**src/rtl/cfg_store_pkg.sv**
```systemverilog
package cfg_store_pkg;

  localparam int unsigned CFG_W    = 8;
  localparam int unsigned LOCK_POS = 7;
  localparam int unsigned DDIS_POS = 4;

  typedef enum logic {
    LDR_FILL = 1'b0,
    LDR_RUN  = 1'b1
  } ldr_state_e;

  // bits a program request may change in one byte
  function automatic logic [CFG_W-1:0] prog_mask(input logic locked, input logic is_lock_byte);
    logic [CFG_W-1:0] m;
    if (!locked)           m = '1;
    else if (is_lock_byte) m = CFG_W'(1) << DDIS_POS;
    else                   m = '0;
    return m;
  endfunction

endpackage

```
**src/rtl/cfg_loader.sv**
```systemverilog
module cfg_loader
  import cfg_store_pkg::*;
#(
  parameter int unsigned NUM_BYTES = 10,
  localparam int unsigned IDX_W = (NUM_BYTES > 1) ? $clog2(NUM_BYTES) : 1
) (
  input  logic             clk,
  input  logic             rst_n,
  input  logic             ld_valid,
  output logic             ld_ready,
  output logic             wr_en,
  output logic [IDX_W-1:0] wr_idx,
  output logic             wr_last,
  output logic             done
);

  localparam logic [IDX_W-1:0] LAST_IDX = IDX_W'(NUM_BYTES - 1);

  ldr_state_e       state_q;
  logic [IDX_W-1:0] idx_q;

  assign ld_ready = (state_q == LDR_FILL);
  assign wr_en    = ld_valid && ld_ready;
  assign wr_idx   = idx_q;
  assign wr_last  = wr_en && (idx_q == LAST_IDX);
  assign done     = (state_q == LDR_RUN);

  always_ff @(posedge clk or negedge rst_n) begin
    if (!rst_n) begin
      state_q <= LDR_FILL;
      idx_q   <= '0;
    end else if (wr_en) begin
      if (wr_last) begin
        state_q <= LDR_RUN;
      end else begin
        idx_q <= idx_q + IDX_W'(1);
      end
    end
  end

endmodule

```
**src/rtl/cfg_regfile.sv**
```systemverilog
module cfg_regfile
  import cfg_store_pkg::*;
#(
  parameter int unsigned NUM_BYTES = 10,
  parameter int unsigned ADDR_W    = 4,
  parameter int unsigned BASE_ADDR = 6,
  parameter int unsigned LOCK_IDX  = 1,
  localparam int unsigned IDX_W  = (NUM_BYTES > 1) ? $clog2(NUM_BYTES) : 1,
  localparam int unsigned FLAT_W = NUM_BYTES * CFG_W
) (
  input  logic              clk,
  input  logic              rst_n,
  input  logic              fill_we,
  input  logic [IDX_W-1:0]  fill_idx,
  input  logic              fill_last,
  input  logic [CFG_W-1:0]  fill_byte,
  input  logic              run,
  input  logic              pg_strobe,
  input  logic [ADDR_W-1:0] pg_addr,
  input  logic [CFG_W-1:0]  pg_data,
  output logic [FLAT_W-1:0] cfg_flat,
  output logic              lock_q,
  output logic              pg_reject
);

  localparam int unsigned LAST_ADDR = BASE_ADDR + NUM_BYTES - 1;

  logic [CFG_W-1:0] mem [NUM_BYTES];
  logic             pg_in_range;
  logic [IDX_W-1:0] pg_idx;
  logic             pg_is_lock_byte;
  logic [CFG_W-1:0] pg_mask;
  logic             pg_allow;
  logic             lock_src;

  assign pg_in_range     = (32'(pg_addr) >= BASE_ADDR) && (32'(pg_addr) <= LAST_ADDR);
  assign pg_idx          = IDX_W'(32'(pg_addr) - BASE_ADDR);
  assign pg_is_lock_byte = (pg_idx == IDX_W'(LOCK_IDX));
  assign pg_mask         = prog_mask(lock_q, pg_is_lock_byte);
  assign pg_allow        = run && pg_in_range && (pg_mask != '0);

  // lock bit as it stands once the last fill byte lands
  assign lock_src = (fill_idx == IDX_W'(LOCK_IDX)) ? fill_byte[LOCK_POS] : mem[LOCK_IDX][LOCK_POS];

  for (genvar i = 0; i < NUM_BYTES; i++) begin : g_byte
    always_ff @(posedge clk or negedge rst_n) begin
      if (!rst_n) begin
        mem[i] <= '0;
      end else if (fill_we && (fill_idx == IDX_W'(i))) begin
        mem[i] <= fill_byte;
      end else if (pg_strobe && pg_allow && (pg_idx == IDX_W'(i))) begin
        mem[i] <= (mem[i] & ~pg_mask) | (pg_data & pg_mask);
      end
    end
    assign cfg_flat[i*CFG_W +: CFG_W] = mem[i];
  end

  always_ff @(posedge clk or negedge rst_n) begin
    if (!rst_n) begin
      lock_q    <= 1'b0;
      pg_reject <= 1'b0;
    end else begin
      if (fill_last) begin
        lock_q <= lock_src;
      end
      pg_reject <= pg_strobe && !pg_allow;
    end
  end

endmodule

```
**src/rtl/cfg_parity_mon.sv**
```systemverilog
module cfg_parity_mon #(
  parameter int unsigned NBITS    = 80,
  parameter int unsigned EXCL_POS = 15
) (
  input  logic             clk,
  input  logic             rst_n,
  input  logic             enable,
  input  logic [NBITS-1:0] bits,
  output logic             fault
);

  localparam logic [NBITS-1:0] KEEP = ~(NBITS'(1) << EXCL_POS);

  logic odd;
  assign odd = ^(bits & KEEP);

  always_ff @(posedge clk or negedge rst_n) begin
    if (!rst_n) begin
      fault <= 1'b0;
    end else if (enable && odd) begin
      fault <= 1'b1;
    end
  end

endmodule

```
**src/rtl/resp_stage.sv**
```systemverilog
module resp_stage #(
  parameter int unsigned DATA_W = 12
) (
  input  logic              clk,
  input  logic              rst_n,
  input  logic              blank,
  input  logic              in_valid,
  output logic              in_ready,
  input  logic [DATA_W-1:0] in_data,
  output logic              out_valid,
  input  logic              out_ready,
  output logic [DATA_W-1:0] out_data,
  output logic              out_status
);

  logic              full_q;
  logic [DATA_W-1:0] data_q;

  assign in_ready   = !full_q || out_ready;
  assign out_valid  = full_q;
  assign out_data   = blank ? '0 : data_q;
  assign out_status = blank;

  always_ff @(posedge clk or negedge rst_n) begin
    if (!rst_n) begin
      full_q <= 1'b0;
      data_q <= '0;
    end else if (in_valid && in_ready) begin
      full_q <= 1'b1;
      data_q <= in_data;
    end else if (out_ready) begin
      full_q <= 1'b0;
    end
  end

endmodule

```
**src/rtl/cfg_shadow_store.sv**
```systemverilog
module cfg_shadow_store
  import cfg_store_pkg::*;
#(
  parameter int unsigned NUM_BYTES = 10,
  parameter int unsigned ADDR_W    = 4,
  parameter int unsigned BASE_ADDR = 6,
  parameter int unsigned LOCK_IDX  = 1,
  parameter int unsigned DATA_W    = 12,
  localparam int unsigned IDX_W  = (NUM_BYTES > 1) ? $clog2(NUM_BYTES) : 1,
  localparam int unsigned FLAT_W = NUM_BYTES * CFG_W
) (
  input  logic              clk,
  input  logic              rst_n,
  input  logic              ld_valid,
  output logic              ld_ready,
  input  logic [CFG_W-1:0]  ld_data,
  output logic              load_done,
  input  logic              pg_strobe,
  input  logic [ADDR_W-1:0] pg_addr,
  input  logic [CFG_W-1:0]  pg_data,
  output logic              pg_reject,
  output logic [FLAT_W-1:0] cfg_bytes,
  output logic              lock_active,
  output logic              par_fault,
  input  logic              sin_valid,
  output logic              sin_ready,
  input  logic [DATA_W-1:0] sin_data,
  output logic              sout_valid,
  input  logic              sout_ready,
  output logic [DATA_W-1:0] sout_data,
  output logic              sout_status
);

  logic             fill_we;
  logic [IDX_W-1:0] fill_idx;
  logic             fill_last;

  cfg_loader #(.NUM_BYTES(NUM_BYTES)) u_loader (
    .clk      (clk),
    .rst_n    (rst_n),
    .ld_valid (ld_valid),
    .ld_ready (ld_ready),
    .wr_en    (fill_we),
    .wr_idx   (fill_idx),
    .wr_last  (fill_last),
    .done     (load_done)
  );

  cfg_regfile #(
    .NUM_BYTES (NUM_BYTES),
    .ADDR_W    (ADDR_W),
    .BASE_ADDR (BASE_ADDR),
    .LOCK_IDX  (LOCK_IDX)
  ) u_regs (
    .clk       (clk),
    .rst_n     (rst_n),
    .fill_we   (fill_we),
    .fill_idx  (fill_idx),
    .fill_last (fill_last),
    .fill_byte (ld_data),
    .run       (load_done),
    .pg_strobe (pg_strobe),
    .pg_addr   (pg_addr),
    .pg_data   (pg_data),
    .cfg_flat  (cfg_bytes),
    .lock_q    (lock_active),
    .pg_reject (pg_reject)
  );

  cfg_parity_mon #(
    .NBITS    (FLAT_W),
    .EXCL_POS (LOCK_IDX * CFG_W + LOCK_POS)
  ) u_par (
    .clk    (clk),
    .rst_n  (rst_n),
    .enable (load_done && lock_active),
    .bits   (cfg_bytes),
    .fault  (par_fault)
  );

  resp_stage #(.DATA_W(DATA_W)) u_resp (
    .clk        (clk),
    .rst_n      (rst_n),
    .blank      (par_fault),
    .in_valid   (sin_valid),
    .in_ready   (sin_ready),
    .in_data    (sin_data),
    .out_valid  (sout_valid),
    .out_ready  (sout_ready),
    .out_data   (sout_data),
    .out_status (sout_status)
  );

endmodule

```
**config.mk**
```make
export PLATFORM = sky130hd
export DESIGN_NAME = cfg_shadow_store
export DESIGN_NICKNAME = d
export VERILOG_FILES = /design/src/rtl/cfg_store_pkg.sv /design/src/rtl/cfg_loader.sv /design/src/rtl/cfg_regfile.sv /design/src/rtl/cfg_parity_mon.sv /design/src/rtl/resp_stage.sv /design/src/rtl/cfg_shadow_store.sv
export SDC_FILE = /design/constraint.sdc
export NUM_CORES = 1
export LEC_CHECK = 0
export BUFFER_PORTS_ARGS = -buffer_cell sky130_fd_sc_hd__buf_2
export CORE_MARGIN = 8
export CORE_UTILIZATION = 40
export DETAILED_ROUTE_END_ITERATION = 6
export MAX_ROUTING_LAYER = met4
export PLACE_DENSITY_LB_ADDON = 0.3
export REMOVE_ABC_BUFFERS = 1
export SYNTH_ARGS = -nofsm -noshare
export SYNTH_HDL_FRONTEND = slang
export SYNTH_HIERARCHICAL = 1
export SYNTH_SLANG_ARGS = --single-unit
export TNS_END_PERCENT = 30
```
**constraint.sdc**
```tcl
create_clock -name clk -period 2.6 [get_ports clk]
set_input_delay 0.52 -clock clk [delete_from_list [all_inputs] [get_ports clk]]
set_output_delay 0.52 -clock clk [all_outputs]
set_load 0.01 [all_outputs]
```
==> flow_metrics.py <==
metrics = {
    "pwr": {
        "switching_share": 0.364,
        "p_comb_frac": 0.475,
        "seqPwrFrac": 0.321,
        "peakVddDrop_uv": 721,
        "powerDensity_mw_per_mm2": 991,
        "internal-power_mw": 4.49,
        "power_frac_clock": 0.204,
        "leakage_nw": 3.73,
        "power_mw": 7.06,
        "p_sw_mw": 2.57,
    },
    "clocking": {
        "post_cts_buffers": 0,
        "clkLatencyLatePin_ns": 0.35,
        "tritoncts": "done",
        "cts_resized": 0,
        "path_clk_slew_ns": 0.07,
        "h-tree-depth": 3,
        "cts-root-buf": "clkbuf_16",
        "hold_buffers": 0,
        "cts.sinks": 101,
        "numCtsBuffers": 9,
        "cts_buffer_depth": 2,
    },
    "sta": {
        "finalSetupTns_ns": 0,
        "rsz0062_at_grt": "false",
        "worst_pin_slew_ns": 0.680,
        "worst_slack_ns": 0.392,
        "period_minus_slack_ns": 2.21,
        "timing.fmax_mhz": 453,
        "hold_ws_ns": 0.169,
        "finClkSkew_ns": 0.0121,
        "fin_crit_sh": 0.849,
        "hold_violations": 0,
        "final_max_slew_viol_count": 0,
        "setup_viol": 0,
        "relSlewSlack": 0.542,
    },
    "grt": {
        "grt.overflow.total": 0,
        "grt_pass1_wl_um": 26200,
        "grt_use_total": 0.189,
        "grt_pass1_vias": 4537,
        "antenna_found_initial": 0,
        "grt_max_degree": 102,
    },
    "drt": {
        "via_per_inst": 5.19,
        "routedWlPerCell_um": 20.1,
        "drt_iter0_markers": 343,
        "ant_nets": 0,
        "drt-total-wl_um": 17100,
        "drc": 0,
        "firstDrtPassIters": 5,
        "dr_total_vias": 4424,
    },
    "logic_synthesis": {
        "synth_cell_types": 55,
        "synth_most_common_cell": "dfrtp_1",
        "synth.area.top_cells": "dfrtp_1 (43%), mux2_2 (12%), xnor2_1 (10%), mux2i_1 (8.8%), o21ai_0 (2.6%)",
        "synth_top_area_frac": 0.429,
        "seq_area_frac_synth": 0.429,
        "syn_area_mm2": 0.00589,
        "async_reset_ff_frac": 1.00,
        "synth_edf_count": 0,
        "yosys_warnings": 6,
        "ys_ff_latch": 101,
        "ys.flop_type": "dfrtp_1",
        "syn_inst": 531,
        "synth_common_cells": "dfrtp_1 (101), xnor2_1 (67), mux2_2 (62)",
        "syn_avg_cell_area_um2": 11.1,
        "yosys.area.top_type": "dfrtp_1",
    },
    "job": {
        "max_cap_violations": 0,
    },
    "worst_setup_path": {
        "rrSetupSlack_ns": 0.42,
        "start_kind": "primary input",
        "rr_startpoint": "u_loader/done$_DFFE_PN0P_",
        "worst-setup-path-type": "in -> reg",
        "cp_data_arrival_time_ns": 2.45,
        "reg2reg_depth": 5,
        "crit_fanout": 7,
        "crit_required_ns": 2.84,
        "end_kind": "register",
    },
    "place": {
        "place_area_mm2": 0.00681,
        "hpwl_um": 12400,
        "io_buffer_count": 137,
        "dp.cells": 837,
        "pre_cts_ws_ns": 0.0643,
        "gp_congestion": 0.857,
    },
    "floorplan": {
        "ios": 138,
        "fp.dieW_um": 137,
        "placement_rows": 44,
        "fp.dieH_um": 137,
        "start_util": 0.407,
        "coreArea_mm2": 0.0145,
        "die_area_mm2": 0.0189,
    },
    "finish": {
        "final_core_util": 0.492,
        "num_antenna_cells": 0,
        "drive_gt1_frac": 0.396,
        "fillers": 1332,
        "nets": 705,
        "fin_area_mm2": 0.00712,
        "area_delta_synth_final_pct": 21.0,
        "layout.cells.non_filler": 853,
    },
    "status": {
        "status": "finished, final reports clean",
    },
    "hold_path": {
        "hp-class": "in -> async",
    },
}
worst max path at each step:
stage               slack (ns)                      start       end
floorplan                 0.49                 pg_addr[1]  register
global placement          0.14                 pg_addr[1]  register
finish                    0.39                 pg_addr[1]  register
detailed placement        0.06                 pg_addr[1]  register
global route              0.30  u_loader/done$_DFFE_PN0P_  register
CTS                       0.44                 pg_addr[1]  register
power by group through the flow:
stage                     Clock, mW  Combinational, mW  Sequential (mW)
after floorplan                   0               2.32             2.36
after global placement            0               3.37             2.29
after detailed placement          0               3.37             2.30
after CTS                      1.47               3.38             2.27
after global routing           1.54               3.63             2.33
final                          1.44               3.35             2.27
routing by layer:
| metal | vias up | global-route usage | part of all wire |
|---|---|---|---|
| met1 | 2127 | 0.242 | 0.43 |
| met2 | 183 | 0.294 | 0.47 |
| li1 | 2090 | - | - |
| met4 | 0 | 0.0519 | 0.017 |
| met3 | 24 | 0.0445 | 0.080 |
| met5 | - | - | 0 |
final cells by class:
type	instances	area [um^2]	area share
clock inverter	4	52.6	0.00738
tap	184	230	0.0323
inverter	5	18.8	0.00263
clock buffer	12	267	0.0374
timing repair buffer	158	858	0.120
sequential	101	2530	0.355
multi-input combinational	389	3170	0.445
cell families after synthesis:
| kind of cell | share of synthesized area |
|---|---|
| muxes | 0.233 |
| and+or+nand+nor | 0.119 |
| DFF | 0.429 |
| xor gates and xnor gates | 0.124 |
| AOI/OAI and AO/OA | 0.0563 |
| buffers and inverters | 0.0321 |
| adders and majority gates | 0.00638 |
cell usage in the layout, fill, tap and decap left out, drive strengths merged, types with 20 or more instances in the layout:
master / Yosys / final
a21oi: 21 / 21
buf: 11 / 158
dfrtp: 101 / 101
mux2: 72 / 72
mux2i: 52 / 52
nand2: 34 / 34
nor2: 26 / 26
nor2b: 20 / 20
o21ai: 34 / 34
xnor2: 68 / 68
worst max-delay path: stages:
cell and delay [ns]:
buf_2 0.14, ha_1 0.25, xor2_1 0.48, nor4_1 0.17, buf_4 0.19, nor2_2 0.31, mux2_2 0.38
(Power assumes the default switching activity.)
